**src/rtl/psb_pkg.sv**
```systemverilog
package psb_pkg;
  localparam logic [7:0]  FLAG_BYTE = 8'h7E;
  localparam logic [15:0] CRC_POLY_R = 16'h8408;
  localparam logic [15:0] CRC_PRESET = 16'hFFFF;
  localparam logic [15:0] CRC_RESIDUE = 16'hF0B8;
  localparam int          FCS_BITS = 16;
  localparam int          FLAG_BITS = 8;
  localparam int          TAIL_BITS = 6;

  typedef enum logic [1:0] {TX_IDLE, TX_OPEN, TX_BODY, TX_CLOSE} tx_state_e;

  function automatic logic [15:0] crc_bit(input logic [15:0] c, input logic b);
    crc_bit = (c >> 1) ^ (((c[0] ^ b) != 1'b0) ? CRC_POLY_R : 16'h0000);
  endfunction
endpackage

```
**src/rtl/psb_slot_timer.sv**
```systemverilog
module psb_slot_timer #(
  parameter int SLOT_BITS = 288,
  parameter int TX_START  = 241
) (
  input  logic clk,
  input  logic rst,
  input  logic bit_en,
  input  logic realign,
  output logic at_start
);
  import psb_pkg::*;
  localparam int CW = $clog2(SLOT_BITS);

  logic [CW-1:0] cnt;

  assign at_start = bit_en && (cnt == CW'(TX_START));

  always_ff @(posedge clk) begin
    if (rst) begin
      cnt <= '0;
    end else if (bit_en) begin
      if (realign)                        cnt <= CW'(FLAG_BITS);
      else if (cnt == CW'(SLOT_BITS - 1)) cnt <= '0;
      else                                cnt <= cnt + 1'b1;
    end
  end
endmodule

```
**src/rtl/psb_rx_deframer.sv**
```systemverilog
module psb_rx_deframer #(
  parameter int FRAME_BITS = 168,
  parameter int POLL_IDX   = 0,
  parameter int DEST_IDX   = 1
) (
  input  logic                  clk,
  input  logic                  rst,
  input  logic                  bit_en,
  input  logic                  dn_bit,
  input  logic [7:0]            my_id,
  output logic                  open_flag,
  output logic                  poll_hit,
  output logic                  rx_valid,
  output logic [FRAME_BITS-1:0] rx_frame
);
  import psb_pkg::*;
  localparam int BODY = FRAME_BITS + FCS_BITS;
  localparam int PCW  = $clog2(BODY + TAIL_BITS + 2);

  logic [2:0]           ones_q;
  logic                 in_frame;
  logic [PCW-1:0]       pcnt;
  logic [TAIL_BITS-1:0] dly;
  logic [BODY-1:0]      sr;
  logic [15:0]          crc_q;

  logic flag_w, close_w, push, exit_v, id_ok;
  logic [BODY-1:0] sr_nx;

  assign id_ok     = (my_id != 8'd0);
  assign flag_w    = bit_en && !dn_bit && (ones_q == 3'd6);
  assign close_w   = flag_w && in_frame && (pcnt == PCW'(BODY + TAIL_BITS));
  assign open_flag = flag_w && !close_w;
  assign push      = bit_en && in_frame && (ones_q < 3'd5);
  assign exit_v    = push && (pcnt >= PCW'(TAIL_BITS));
  assign sr_nx     = {dly[0], sr[BODY-1:1]};
  assign poll_hit  = exit_v && id_ok
                   && (pcnt == PCW'(TAIL_BITS + 8*POLL_IDX + 7))
                   && (sr_nx[BODY-1 -: 8] == my_id);

  always_ff @(posedge clk) begin
    if (rst) begin
      ones_q   <= '0;
      in_frame <= 1'b0;
      pcnt     <= '0;
      dly      <= '0;
      sr       <= '0;
      crc_q    <= CRC_PRESET;
      rx_valid <= 1'b0;
      rx_frame <= '0;
    end else begin
      rx_valid <= 1'b0;
      if (bit_en) begin
        ones_q <= dn_bit ? ((ones_q == 3'd7) ? 3'd7 : ones_q + 3'd1) : 3'd0;
        if (open_flag) begin
          in_frame <= 1'b1;
          pcnt     <= '0;
          crc_q    <= CRC_PRESET;
        end else if (close_w) begin
          in_frame <= 1'b0;
          if (crc_q == CRC_RESIDUE && id_ok && sr[8*DEST_IDX +: 8] == my_id) begin
            rx_valid <= 1'b1;
            rx_frame <= sr[FRAME_BITS-1:0];
          end
        end else if (in_frame && dn_bit && ones_q >= 3'd6) begin
          in_frame <= 1'b0;
        end else if (push && pcnt == PCW'(BODY + TAIL_BITS)) begin
          in_frame <= 1'b0;
        end else if (push) begin
          dly  <= {dn_bit, dly[TAIL_BITS-1:1]};
          pcnt <= pcnt + 1'b1;
          if (exit_v) begin
            sr    <= sr_nx;
            crc_q <= crc_bit(crc_q, dly[0]);
          end
        end
      end
    end
  end
endmodule

```
**src/rtl/psb_tx_framer.sv**
```systemverilog
module psb_tx_framer #(
  parameter int FRAME_BITS = 168
) (
  input  logic                  clk,
  input  logic                  rst,
  input  logic                  bit_en,
  input  logic                  at_start,
  input  logic                  open_flag,
  input  logic                  poll_hit,
  input  logic                  tx_pending,
  input  logic [FRAME_BITS-1:0] tx_frame,
  output logic                  up_data,
  output logic                  up_en,
  output logic                  tx_taken
);
  import psb_pkg::*;
  localparam int BODY = FRAME_BITS + FCS_BITS;
  localparam int IW   = $clog2(BODY + 1);

  tx_state_e             st;
  logic                  polled;
  logic [IW-1:0]         idx;
  logic [2:0]            ones;
  logic [FRAME_BITS-1:0] sh;
  logic [15:0]           crc_q;
  logic                  go, bit_w;

  assign go    = at_start && polled && tx_pending && (st == TX_IDLE);
  assign bit_w = (idx < IW'(FRAME_BITS)) ? sh[0] : ~crc_q[0];

  always_ff @(posedge clk) begin
    if (rst) begin
      st       <= TX_IDLE;
      polled   <= 1'b0;
      idx      <= '0;
      ones     <= '0;
      sh       <= '0;
      crc_q    <= CRC_PRESET;
      up_data  <= 1'b0;
      up_en    <= 1'b0;
      tx_taken <= 1'b0;
    end else begin
      tx_taken <= 1'b0;
      if (at_start || open_flag) polled <= 1'b0;
      else if (poll_hit)         polled <= 1'b1;
      if (bit_en) begin
        case (st)
          TX_IDLE: if (go) begin
            st       <= TX_OPEN;
            up_en    <= 1'b1;
            up_data  <= FLAG_BYTE[0];
            idx      <= IW'(1);
            sh       <= tx_frame;
            crc_q    <= CRC_PRESET;
            ones     <= '0;
            tx_taken <= 1'b1;
          end
          TX_OPEN: begin
            up_data <= FLAG_BYTE[idx[2:0]];
            if (idx == IW'(FLAG_BITS - 1)) begin
              st  <= TX_BODY;
              idx <= '0;
            end else begin
              idx <= idx + 1'b1;
            end
          end
          TX_BODY: begin
            if (ones == 3'd5) begin
              up_data <= 1'b0;
              ones    <= '0;
            end else if (idx == IW'(BODY)) begin
              up_data <= FLAG_BYTE[0];
              st      <= TX_CLOSE;
              idx     <= IW'(1);
            end else begin
              up_data <= bit_w;
              ones    <= bit_w ? ones + 3'd1 : 3'd0;
              idx     <= idx + 1'b1;
              if (idx < IW'(FRAME_BITS)) begin
                sh    <= sh >> 1;
                crc_q <= crc_bit(crc_q, sh[0]);
              end else begin
                crc_q <= crc_q >> 1;
              end
            end
          end
          TX_CLOSE: begin
            if (idx == IW'(FLAG_BITS)) begin
              up_en <= 1'b0;
              st    <= TX_IDLE;
              idx   <= '0;
            end else begin
              up_data <= FLAG_BYTE[idx[2:0]];
              idx     <= idx + 1'b1;
            end
          end
          default: st <= TX_IDLE;
        endcase
      end
    end
  end
endmodule

```
**src/rtl/psb_frontend.sv**
```systemverilog
module psb_frontend #(
  parameter int SLOT_BITS  = 288,
  parameter int TX_START   = 241,
  parameter int CTRL_BYTES = 5,
  parameter int DATA_BYTES = 16,
  parameter int POLL_IDX   = 0,
  parameter int DEST_IDX   = 1,
  localparam int FRAME_BITS = 8 * (CTRL_BYTES + DATA_BYTES)
) (
  input  logic                  clk,
  input  logic                  rst,
  input  logic [7:0]            my_id,
  input  logic                  bit_en,
  input  logic                  dn_bit,
  output logic                  up_data,
  output logic                  up_en,
  input  logic                  tx_pending,
  input  logic [FRAME_BITS-1:0] tx_frame,
  output logic                  tx_taken,
  output logic                  rx_valid,
  output logic [FRAME_BITS-1:0] rx_frame
);
  logic open_flag, poll_hit, at_start;

  psb_slot_timer #(.SLOT_BITS(SLOT_BITS), .TX_START(TX_START)) timer_i (
    .clk(clk), .rst(rst), .bit_en(bit_en), .realign(open_flag), .at_start(at_start)
  );

  psb_rx_deframer #(.FRAME_BITS(FRAME_BITS), .POLL_IDX(POLL_IDX), .DEST_IDX(DEST_IDX)) rx_i (
    .clk(clk), .rst(rst), .bit_en(bit_en), .dn_bit(dn_bit), .my_id(my_id),
    .open_flag(open_flag), .poll_hit(poll_hit), .rx_valid(rx_valid), .rx_frame(rx_frame)
  );

  psb_tx_framer #(.FRAME_BITS(FRAME_BITS)) tx_i (
    .clk(clk), .rst(rst), .bit_en(bit_en), .at_start(at_start), .open_flag(open_flag),
    .poll_hit(poll_hit), .tx_pending(tx_pending), .tx_frame(tx_frame),
    .up_data(up_data), .up_en(up_en), .tx_taken(tx_taken)
  );
endmodule

```
**config.mk**
```make
export PLATFORM = sky130hd
export DESIGN_NAME = psb_frontend
export DESIGN_NICKNAME = d
export VERILOG_FILES = /design/src/rtl/psb_pkg.sv /design/src/rtl/psb_slot_timer.sv /design/src/rtl/psb_rx_deframer.sv /design/src/rtl/psb_tx_framer.sv /design/src/rtl/psb_frontend.sv
export SDC_FILE = /design/constraint.sdc
export NUM_CORES = 1
export LEC_CHECK = 0
export ABC_AREA = 1
export BUFFER_PORTS_ARGS = -buffer_cell sky130_fd_sc_hd__buf_2
export CORE_MARGIN = 2
export CORE_UTILIZATION = 39
export DETAILED_ROUTE_END_ITERATION = 8
export PLACE_DENSITY_LB_ADDON = 0.1
export SETUP_SLACK_MARGIN = 0.05
export SLEW_MARGIN = 20
export SYNTH_ARGS = -nofsm -noshare
export SYNTH_HDL_FRONTEND = slang
export SYNTH_SLANG_ARGS = --single-unit
export TNS_END_PERCENT = 1
```
**constraint.sdc**
```tcl
create_clock -name clk -period 1.9 [get_ports clk]
set_input_delay 0.285 -clock clk [delete_from_list [all_inputs] [get_ports clk]]
set_output_delay 0.285 -clock clk [all_outputs]
set_load 0.02 [all_outputs]
```
==> metrics.md, run 1 <==
| Metric | Value |
|---|---|
| Worst vdd ir | `641.2 uV` |
| Synthesized area | `approximately 24,000 sq um` |
| DIE HEIGHT | `252.9 microns` |
| Reg2Reg Depth | `11` |
| Hold Vio Cnt, Final | `0` |
| Worst-path fanout max | `37` |
| Setup TNS | `-116.1 ps` |
| Syn Nets | `3,572` |
| Max cap viols | `0` |
| Dpl hpwl | `40.88 mm` |
| Initial antenna violation count | `1` |
| Rows | `between 90 and 100` |
| Buffers on Ports | `~350` |
| CTS clk-pin slew, worst paths | `60 ps` |
| Hold path cells | `3` |
| Final min period | `1938 ps` |
| Number of warnings issued by yosys | `0` |
| Pwr dens | `820.6 nW/um^2` |
| CTS tree | `yes` |
| First-pass GRT wire length | `around 100 mm` |
| Via density | `4.757` |
| Post-place setup slack | `-87.27 ps` |
| Asr flop ratio synth | `0%` |
| Clock Tree Root | `clkbuf_16` |
| Final Max Tran Viols | `0` |
| Share of cells above drive strength 1 | `19.11%` |
| Wire per inst | `13.77 microns` |
| Latest clock arrival within the worst-skew pair | `600 ps` |
| Via count | `22,630` |
| Die X | `~250 microns` |
| Max clock buf depth | `3` |
| CP required | `about 2400 ps` |
| Met2 Use GR | `31.66%` |
| Total congestion overflow | `0` |
| Layout Nets | `~4,100` |
| Starting density of the core | `39.30%` |
| FILL cells | `5,938` |
| Achievable frequency | `0.5159 GHz` |
| H-Tree Depth | `3` |
| Failing checks | `negative setup slack` |
| CTS Buf Count | `67` |
| RSZ-0062 raised after global routing | `true` |
| Largest net degree at the start of global routing | `85` |
| Worst Setup Path Type | `reg -> reg` |
| Number of global-route vias before repair | `20,870` |
| Status | `finished, violations left` |
| Area Overhead vs Synth | `34.74%` |
| Post-synthesis average cell area | `7.158 sq um` |
| DR iter-0 viols | `1,381` |
| Clock sinks | `around 600` |
| Most frequent cells in the layout | `775 x nand2_1, 740 x nor2_1, 587 x dfxtp_1` |
| IO Count | `353` |
| Total leakage power | `approximately 0.015 uW` |
| Antenna viol nets, final | `0` |
| Met1 GRT Util | `26.50%` |
| Synthesized flop and latch total | `around 600` |
| Worst path arrival time | `2450 ps` |
| Actual slew at the worst max-slew pin | `between 400 and 500 ps` |
| M3 GR Usage | `3.896%` |
| Number of synthesized flops with an enable pin | `0` |
| Relative slew slack | `a little over two thirds` |
| Crit path capture type | `flip-flop` |
| Core ar. | `61,480 sq um` |
| Setup ws final | `-38.19 ps` |
| # DRC | `0` |
| DRT Wirelength | `65.49 mm` |
| Hold Path Class | `in -> reg` |
| Syn Inst Count | `approximately 3,400` |
| Total track usage | `between 10% and 20%` |
| Initial DRT Pass Iterations | `5` |
| Grt peak-use layer | `met2` |
| Setup Skew | `26.30 ps` |
| Yosys cell types | `between 40 and 50` |
| Final worst path period share | `102.0%` |
| Final Setup Violations | `13` |
| Critical Path Source Type | `flip-flop` |
| Sequential area share after synthesis | `49.54%` |
| Die ar. | `63,970 sq um` |
| Commonest non-fill, non-tap cell in the layout | `nand2_1` |
| Primary FF master, synth | `dfxtp_1` |
| RePlAce Congestion | `0.8126` |
==> metrics by stage <==
stage                     cells  total power (uW)  hold WS, ps  util (%)  cell area, sq um
after floorplan            3376             13200        420.5         -             24170
after global placement     4437             13620        430.7     44.62             27430
after detailed placement   4437             13610        435.9     44.62             27430
after CTS                  4733             27050      0.04952     51.73             31800
after global routing       4757             27700        16.41     52.96             32560
final                      4757             26720        43.92     52.96             32560
==> critical path, cell delays in order, from the launching register on <==
cell     delay (ps)
dfxtp_1         340
inv_1            80
ha_4            190
buf_4           160
nand2_1         110
nand2_4          60
nor2_4          160
buf_4           150
buf_12          140
buf_12          190
o21ai_0         100
a31oi_1         180
==> power by group <==
part           switching, uW  internal [uW]
Sequential              6.12          12500
Clock                   5210           7850
Combinational            527            571
Total                   5750          21000
==> final timing paths <==
kind	end	slack [ps]	from
worst min register to register	rx_i.dly[2]	440	rx_i.dly[2]
worst max-delay path	tx_i.sh[7]	-40	tx_i.st[0]
worst max register to register	tx_i.sh[7]	-40	tx_i.st[0]
worst min-delay path	tx_i.sh[13]	40	tx_frame[13]
==> final cells by class <==
cell class	instances	area, sq um	area share, %
Multi-Input combinational cell	2313	10580	32.50
Clock inverter	14	186.4	0.5725
Clock buffer	101	2047	6.287
Sequential cell	598	11990	36.82
Timing Repair Buffer	700	5842	17.94
Antenna cell	1	2.502	0.007685
Inverter	240	924.6	2.840
Tap cell	790	988.4	3.036
==> state kept, by name, summed over array words and instances (netlist names), 8 cells and up, named ones only <==
register	cells
rx_i.crc_q	16
rx_i.rx_frame	168
timer_i.cnt	9
rx_i.sr	184
rx_i.pcnt	8
tx_i.crc_q	16
tx_i.idx	8
tx_i.sh	168
==> cell families after synthesis <==
kind of cell | Yosys count | share of synthesized area, %
and+or+nand+nor | 1628 | 26.01
adders and majority gates | 15 | 0.7766
DFF | 598 | 49.54
xor gates and xnor gates | 19 | 0.6886
buffers and inverters | 465 | 8.357
AOI/OAI and AO/OA | 651 | 14.63
==> Yosys cell counts, types with 2 or more instances <==
cell type,instances,area (sq um)
nand2_1,786,2950
a21oi_1,62,310.3
clkbuf_2,10,50.05
nand4_1,6,37.54
buf_1,3,11.26
clkbuf_1,106,397.9
nand3_2,2,20.02
inv_1,233,874.6
buf_2,56,280.3
xnor2_1,7,61.31
nor2_2,3,18.77
nor2_1,761,2856
dfxtp_1,598,11970
nand2_2,3,18.77
buf_4,49,367.9
nor3_1,8,40.04
o21ai_1,101,505.5
nand3b_1,2,15.01
inv_2,6,22.52
nor4_1,3,18.77
a21oi_2,2,17.52
a31oi_1,167,1045
a211oi_1,3,22.52
o21ai_0,290,1451
nand3_1,47,235.2
ha_1,15,187.7
xor2_1,12,105.1
o22ai_1,22,137.6
==> timing repair <==
item	in CTS	in global routing
buffers inserted	8	14
cloned	7	11
hold buffers	166	0
pin swaps	7	9
hold endpoints to repair	166	0
resized for setup	54	184
endpoints found under the setup margin	493	577
==> metal layers <==
metal,part of all wire (%),vias up
met5,0,-
met4,2.6,0
met3,4.7,124
met2,46,477
met1,47,10190
li1,-,11840
Power figures use the tool's default switching activity.
==> inputs of run 2 (changes only) <==
--- a/config.mk
+++ b/config.mk
@@ -9,6 +9,7 @@
 export BUFFER_PORTS_ARGS = -buffer_cell sky130_fd_sc_hd__buf_2
 export CORE_MARGIN = 2
 export CORE_UTILIZATION = 39
+export CTS_BUF_LIST = sky130_fd_sc_hd__clkbuf_2 sky130_fd_sc_hd__clkbuf_4 sky130_fd_sc_hd__clkbuf_8
 export DETAILED_ROUTE_END_ITERATION = 8
 export PLACE_DENSITY_LB_ADDON = 0.1
 export SETUP_SLACK_MARGIN = 0.05
==> metrics.md, run 2 (synthesized netlist as in run 1, its figures left out) <==
| Metric | Value |
|---|---|
| Hold path cells | `6 (+3)` |
| Highest metal used | `met4` |
| Max clock buf depth | `3 (unchanged)` |
| Final Max Tran Viols | `0 (unchanged)` |
| Largest net degree at the start of global routing | `85 (unchanged)` |
| Worst vdd ir | `575.0 uV (-10%)` |
| Final Setup Violations | `8 (-5)` |
| Setup Skew | `35.49 ps (+9.189 ps)` |
| Total leakage power | `0.01551 uW (+1.9%)` |
| Actual slew at the worst max-slew pin | `441.0 ps (-0.8588 ps)` |
| Starting density of the core | `39.30% (unchanged)` |
| Core ar. | `61,480 sq um (unchanged)` |
| Number of global-route vias before repair | `21,380 (+2.4%)` |
| Total congestion overflow | `0 (unchanged)` |
| RePlAce Congestion | `0.8126 (unchanged)` |
| Most flop-heavy register | `rx_i.sr` |
| M1 wire length | `31.94 mm (+4.7%)` |
| Worst path arrival time | `2490 ps (+40 ps)` |
| DIE HEIGHT | `252.9 microns (unchanged)` |
| Placed Instances | `4,437 (unchanged)` |
| Dpl hpwl | `40.88 mm (unchanged)` |
| Placed inst area | `27,430 sq um (unchanged)` |
| Critical Path Source Type | `flip-flop` |
| Commonest non-fill, non-tap cell in the layout | `nand2_1` |
| Reg2reg setup slack | `-20 ps (+20 ps)` |
| Status | `finished, violations left` |
| Regs by FF count | `rx_i.sr (184), rx_i.rx_frame (168), tx_i.sh (168)` |
| Hold Vio Cnt, Final | `0 (unchanged)` |
| CTS clk-pin slew, worst paths | `60 ps (about the same)` |
| DRT Wirelength | `67.82 mm (+3.6%)` |
| Hold Path Class | `in -> reg` |
| Antenna viol nets, final | `0 (unchanged)` |
| DR iter-0 viols | `1,268 (-8.2%)` |
| Total track usage | `19.87% (+0.20 points)` |
| Via density | `4.743 (-0.31%)` |
| Via count | `22,990 (+1.6%)` |
| Final instance count without filler cells | `4,847 (+1.9%)` |
| Layout Nets | `4,170 (+1.3%)` |
| Area Overhead vs Synth | `35.51%` |
| Initial antenna violation count | `2 (+1)` |
| Max cap viols | `0 (unchanged)` |
| Min-delay src | `tx_pending` |
| # DRC | `0 (unchanged)` |
| CTS Buf Count | `104 (+55%)` |
| Worst-path fanout max | `10 (-73%)` |
| Pwr dens | `802.5 nW/um^2 (-2.2%)` |
| First-pass GRT wire length | `106.2 mm (+1.2%)` |
| RR Startpoint | `timer_i.cnt[1]` |
| Failing checks | `negative setup slack` |
| Buffers on Ports | `352 (unchanged)` |
| Clock sinks | `598 (unchanged)` |
| RSZ-0062 raised after global routing | `true` |
| Wire per inst | `13.99 microns (+1.6%)` |
| Reg2Reg Depth | `13 (+2)` |
| Reg2reg end | `tx_i.sh[50]` |
| Layout Utilization | `53.26% (+0.30 points)` |
| Max FFs per register | `184 (unchanged)` |
| Met2 routed wirelength | `30.86 mm (+2.2%)` |
| Rows | `91 (unchanged)` |
| CTS tree | `yes` |
| WHS | `103.3 ps (+59.40 ps)` |
| Final min period | `1922 ps (-16.42 ps)` |
| Clock Tree Root | `clkbuf_8` |
| H-Tree Depth | `3 (unchanged)` |
| Achievable frequency | `0.5204 GHz (+0.85%)` |
| Final worst path period share | `101.1% (-0.86 points)` |
| Setup TNS | `-93.06 ps (+23.05 ps)` |
| Crit path capture type | `flip-flop` |
| IO Count | `353 (unchanged)` |
| Met3 wire len | `3.198 mm (+3.9%)` |
| Most frequent cells in the layout | `777 x nand2_1, 723 x nor2_1, 591 x dfxtp_1` |
| Initial DRT Pass Iterations | `7 (+2)` |
| Design area | `32,750 sq um (+0.57%)` |
| Die X | `252.9 microns (unchanged)` |
| Share of cells above drive strength 1 | `20.49% (+1.4 points)` |
| Latest clock arrival within the worst-skew pair | `710 ps (+110 ps)` |
| Hold EP | `tx_i.tx_taken` |
| Die ar. | `63,970 sq um (unchanged)` |
| Worst Setup Path Type | `reg -> reg` |
| Relative slew slack | `70.60% (about the same)` |
| CP required | `2460 ps (+40 ps)` |
| Setup ws final | `-21.78 ps (+16.42 ps)` |
## run 2: power by group
| part | switching [uW] | internal, uW |
|---|---|---|
| clock network | 5410 | 7220 |
| logic | 526 | 573 |
| registers | 6.59 | 12500 |
## run 2: worst max path at each step
stage	start	end	slack, ps	cells past startpoint
floorplan	tx_i.st[0]	tx_i.sh[100]	110	8
global placement	rx_i.sr[9]	rx_i.rx_frame[35]	-70	11
detailed placement	rx_i.sr[9]	rx_i.rx_frame[35]	-90	11
CTS	rx_i.sr[9]	rx_i.rx_frame[24]	-1	12
global route	timer_i.cnt[1]	tx_i.sh[75]	-150	13
finish	timer_i.cnt[1]	tx_i.sh[50]	-20	13
## run 2: worst max-delay path: stages (launching register included)
cell and delay (ps):
dfxtp_2 330, inv_2 70, ha_4 140, nand2_4 50
nor2_4 110, nand3_2 90, nand2_2 100, nand2_4 80
nor2_4 170, buf_12 160, buf_12 140, buf_6 110
clkbuf_16 140, a31oi_1 90
## run 2: through the flow
| stage | total power [uW] | setup WS (ps) |
|---|---|---|
| floorplan | 13200 | 109.8 |
| global placement | 13620 | -69.16 |
| detailed placement | 13610 | -87.27 |
| CTS | 26600 | -1.291 |
| global route | 27300 | -151.8 |
| finish | 26280 | -21.78 |
## run 2: final cells by class
| cell class | count | area, sq um |
|---|---|---|
| Fill cell | 5944 | 28740 |
| Sequential cell | 598 | 11990 |
| Multi-Input combinational cell | 2313 | 10420 |
| Timing Repair Buffer | 717 | 6160 |
| Clock buffer | 170 | 2083 |
| Tap cell | 790 | 988.4 |
| Inverter | 240 | 933.4 |
| Clock inverter | 17 | 176.4 |
| Antenna cell | 2 | 5.005 |
## run 2: repair_timing
action                                  CTS  global route
hold buffers                            172             0
endpoints found under the setup margin  494           554
cloned                                    6            22
pin swaps                                26             9
setup buffers                             7            14
gates resized for setup                  83            79
endpoints found under the hold margin   176             0
## run 2: per-layer routing
metal | global-route usage [%] | vias up
met2 | 31.70 | 540
li1 | - | 11970
met3 | 4.266 | 147
met1 | 26.53 | 10330
met5 | 0 | -
met4 | 6.982 | 0
==> inputs of run 3 (changes only) <==
--- a/config.mk
+++ b/config.mk
@@ -5,7 +5,7 @@
 export SDC_FILE = /design/constraint.sdc
 export NUM_CORES = 1
 export LEC_CHECK = 0
-export ABC_AREA = 1
+export ABC_AREA = 0
 export BUFFER_PORTS_ARGS = -buffer_cell sky130_fd_sc_hd__buf_2
 export CORE_MARGIN = 2
 export CORE_UTILIZATION = 39
==> metrics.md, run 3 <==
| Metric | Value |
|---|---|
| Status | `finished, violations left` |
| Failing checks | `negative setup slack` |
| Total congestion overflow | `0 (unchanged)` |
| Final instance count without filler cells | `4,315 (-11%)` |
| Reg2reg end | `rx_i.sr[69]` |
| CP max stage delay | `350 ps (+20 ps)` |
| Post-synthesis average cell area | `8.849 sq um (+24%)` |
| Via density | `4.935 (+4.1%)` |
| Latest clock arrival within the worst-skew pair | `690 ps (-20 ps)` |
| RePlAce Congestion | `0.7888 (-2.9%)` |
| Die ar. | `64,410 sq um (+0.69%)` |
| # DRC | `0 (unchanged)` |
| Starting density of the core | `39.43% (+0.13 points)` |
| Area Overhead vs Synth | `35.80%` |
| Max cap viols | `0 (unchanged)` |
| Min-delay src | `bit_en` |
| Total track usage | `19.84% (-0.030 points)` |
| Syn Nets | `2,946 (-18%)` |
| Hold path cells | `3 (-3)` |
| Crit path capture type | `flip-flop` |
| Placed Instances | `3,936 (-11%)` |
| Most frequent cells in the layout | `732 x nand2_1, 588 x dfxtp_1, 351 x buf_2` |
| Share of cells above drive strength 1 | `30.02% (+9.5 points)` |
| Regs by FF count | `rx_i.sr (184), rx_i.rx_frame (168), tx_i.sh (168)` |
| Most flop-heavy register | `rx_i.sr` |
| Clock Tree Root | `clkbuf_8` |
| Total power | `25,880 uW (-1.5%)` |
| Primary FF master, synth | `dfxtp_1` |
| Total leakage power | `0.01199 uW (-23%)` |
| Final worst path period share | `111.7% (+11 points)` |
| Reg2reg setup slack | `-220 ps (-200 ps)` |
| Hold Vio Cnt, Final | `0 (unchanged)` |
| P_int | `20,140 uW (-1.0%)` |
| Crit path buf inv count | `4 (-1)` |
| CTS tree | `yes` |
| Synthesized area | `24,340 sq um (+0.70%)` |
| Wire per inst | `15.55 microns (+11%)` |
| Synthesized flop and latch total | `598 (unchanged)` |
| Actual slew at the worst max-slew pin | `649.2 ps (+208.2 ps)` |
| Final min period | `2122 ps (+199.7 ps)` |
| Worst vdd ir | `631.8 uV (+9.9%)` |
| Worst Setup Path Type | `reg -> reg` |
| Via count | `21,300 (-7.4%)` |
| Largest net degree at the start of global routing | `118 (+39%)` |
| Top-count cell post-synth | `nand2_1` |
| Top cell type's share of synthesized area | `49.19% (-0.35 points)` |
| Achievable frequency | `0.4714 GHz (-9.4%)` |
| CTS clk-pin slew, worst paths | `60 ps (about the same)` |
| First-pass GRT wire length | `105.2 mm (-0.90%)` |
| Number of global-route vias before repair | `20,690 (-3.2%)` |
| Critical Path Source Type | `flip-flop` |
| H-Tree Depth | `3 (unchanged)` |
| Switch share | `22.19% (-0.41 points)` |
| Flop pwr share | `48.5% (+0.7 points)` |
| Yosys cell types | `63 (+54%)` |
| Final Max Tran Viols | `0 (unchanged)` |
| Most frequent cells after synthesis | `746 x nand2_1, 598 x dfxtp_1, 369 x a21oi_1, 233 x nor2_1, 176 x mux2i_1` |
| Hold EP | `rx_i.ones_q[2]` |
| Setup Skew | `43.15 ps (+7.662 ps)` |
| Top cells by area, synth | `dfxtp_1 49%, nand2_1 12%, a211oi_2 8.2%` |
| Crit-path cells | `inv_4 -> ha_4 -> and3b_1 -> and3_4 -> nor4b_4 -> buf_4 -> nand2b_4 -> buf_12 -> buf_12 -> nand2_1 -> a21oi_1` |
| Core ar. | `61,710 sq um (+0.37%)` |
| Max FFs per register | `184 (unchanged)` |
| Number of warnings issued by yosys | `0 (unchanged)` |
| DRT Wirelength | `67.08 mm (-1.1%)` |
| Setup ws final | `-221.5 ps (-199.7 ps)` |
| Most frequent cell on the critical path | `buf_12` |
| Initial DRT Pass Iterations | `5 (-2)` |
| Rows | `91 (unchanged)` |
| RR Startpoint | `rx_i.pcnt[0]` |
| Syn Inst Count | `2,750 (-19%)` |
| CP required | `2410 ps (-50 ps)` |
| Final Setup Violations | `548 (+540)` |
| Buffers on Ports | `352 (unchanged)` |
| Layout Nets | `3,592 (-14%)` |
| Pwr dens | `783.0 nW/um^2 (-2.4%)` |
| Max clock buf depth | `3 (unchanged)` |
| Relative slew slack | `56.72% (-14 points)` |
| Psw | `5743 uW (-3.3%)` |
| Antenna viol nets, final | `0 (unchanged)` |
| DR iter-0 viols | `1,142 (-9.9%)` |
| Clock sinks | `598 (unchanged)` |
| Top cell type by total area after synthesis | `dfxtp_1` |
| Worst-path fanout max | `21 (+11)` |
| Combinational Power Share | `4.2% (about the same)` |
| IO Count | `353 (unchanged)` |
| Crit-path slowest cell | `dfxtp_4` |
| Clock power share | `47.3% (-0.7 points)` |
| Commonest non-fill, non-tap cell in the layout | `nand2_1` |
| RSZ-0062 raised after global routing | `true` |
| Asr flop ratio synth | `0% (unchanged)` |
| Hold Path Class | `in -> reg` |
| Sequential area share after synthesis | `49.19% (-0.35 points)` |
| Die X | `253.8 microns (+0.35%)` |
| CTS Buf Count | `102 (-1.9%)` |
| Reg2Reg Depth | `11 (-2)` |
| Initial antenna violation count | `3 (+1)` |
| Dpl hpwl | `42.97 mm (+5.1%)` |
| DIE HEIGHT | `253.8 microns (+0.35%)` |
| Worst path arrival time | `2630 ps (+140 ps)` |
| Crit path max-delay family | `simple AND/OR/NAND/NOR gates` |
| Number of synthesized flops with an enable pin | `0 (unchanged)` |
-- run 3: power by group through the flow --
| stage | clock network, uW | logic [uW] | registers (uW) |
|---|---|---|---|
| 2_1_floorplan | 0 | 388 | 12800 |
| 3_3_place_gp | 0 | 758 | 12800 |
| 3_5_place_dp | 0 | 768 | 12800 |
| 4_1_cts | 12600 | 1060 | 12600 |
| 5_1_grt | 13200 | 1160 | 12500 |
| 6_report | 12200 | 1080 | 12600 |
-- run 3: worst max path at each step --
stage	start	endpoint	slack, ps	cells after the start
after global placement	my_id[0]	rx_i.rx_frame[107]	-330	10
after global routing	rx_i.pcnt[0]	rx_i.sr[84]	-330	11
final	rx_i.pcnt[0]	rx_i.sr[69]	-220	11
after detailed placement	my_id[0]	rx_i.rx_frame[6]	-340	9
after floorplan	rx_i.pcnt[0]	rx_i.sr[100]	-160	12
after CTS	rx_i.ones_q[0]	rx_i.sr[69]	-240	11
-- run 3: area by class of cell --
cell class,count,area [sq um]
clock buffers,170,2090
clock inverters,12,115.1
multi-input cells,1922,11550
inverters,17,66.31
well taps,837,1047
fillers,5744,28660
repair buffers,755,6186
diodes,4,10.01
flip-flops and latches,598,11990
-- run 3: worst min-delay path, cell delays in order --
cell	delay, ps
buf_2	180
and2b_1	210
nor3_1	60
-- run 3: cell families (layout without fill, tap and decap cells) --
logic type	after synthesis	count (layout)	synth area share, %
simple gates	1087	1087	18.17
compound gates	606	606	18.07
flops	598	598	49.19
buf+inv	230	954	5.188
mux	176	176	7.239
xor+xnor	38	38	1.368
fa+ha+maj	15	15	0.7712
other cells	0	4	0
-- run 3: what timing repair did --
action	CTS	global route
setup buffers	5	7
endpoints found under the hold margin	177	0
resized for setup	59	83
endpoints found under the setup margin	585	588
hold buffers	171	0
cloned	3	7
pin swaps	40	67
-- run 3: per-stage QoR --
step / hold WS, ps / util, % / instance area, sq um / TNS [ps] / setup slack [ps]
after floorplan: 432.1 / - / 24430 / -54500 / -164.0
after global placement: 438.8 / 45.70 / 28200 / -128340 / -326.4
after detailed placement: 440.9 / 45.70 / 28200 / -137290 / -342.0
after CTS: 34.77 / 52.68 / 32510 / -67560 / -236.9
after global routing: 65.57 / 53.55 / 33050 / -113790 / -333.2
final: 109.9 / 53.55 / 33050 / -52840 / -221.5
-- run 3: routing by layer --
layer,wire length (microns),global-route usage [%]
met2,32060,32.90
met5,0,0
met4,1604,6.538
met1,30230,25.59
met3,3190,4.292
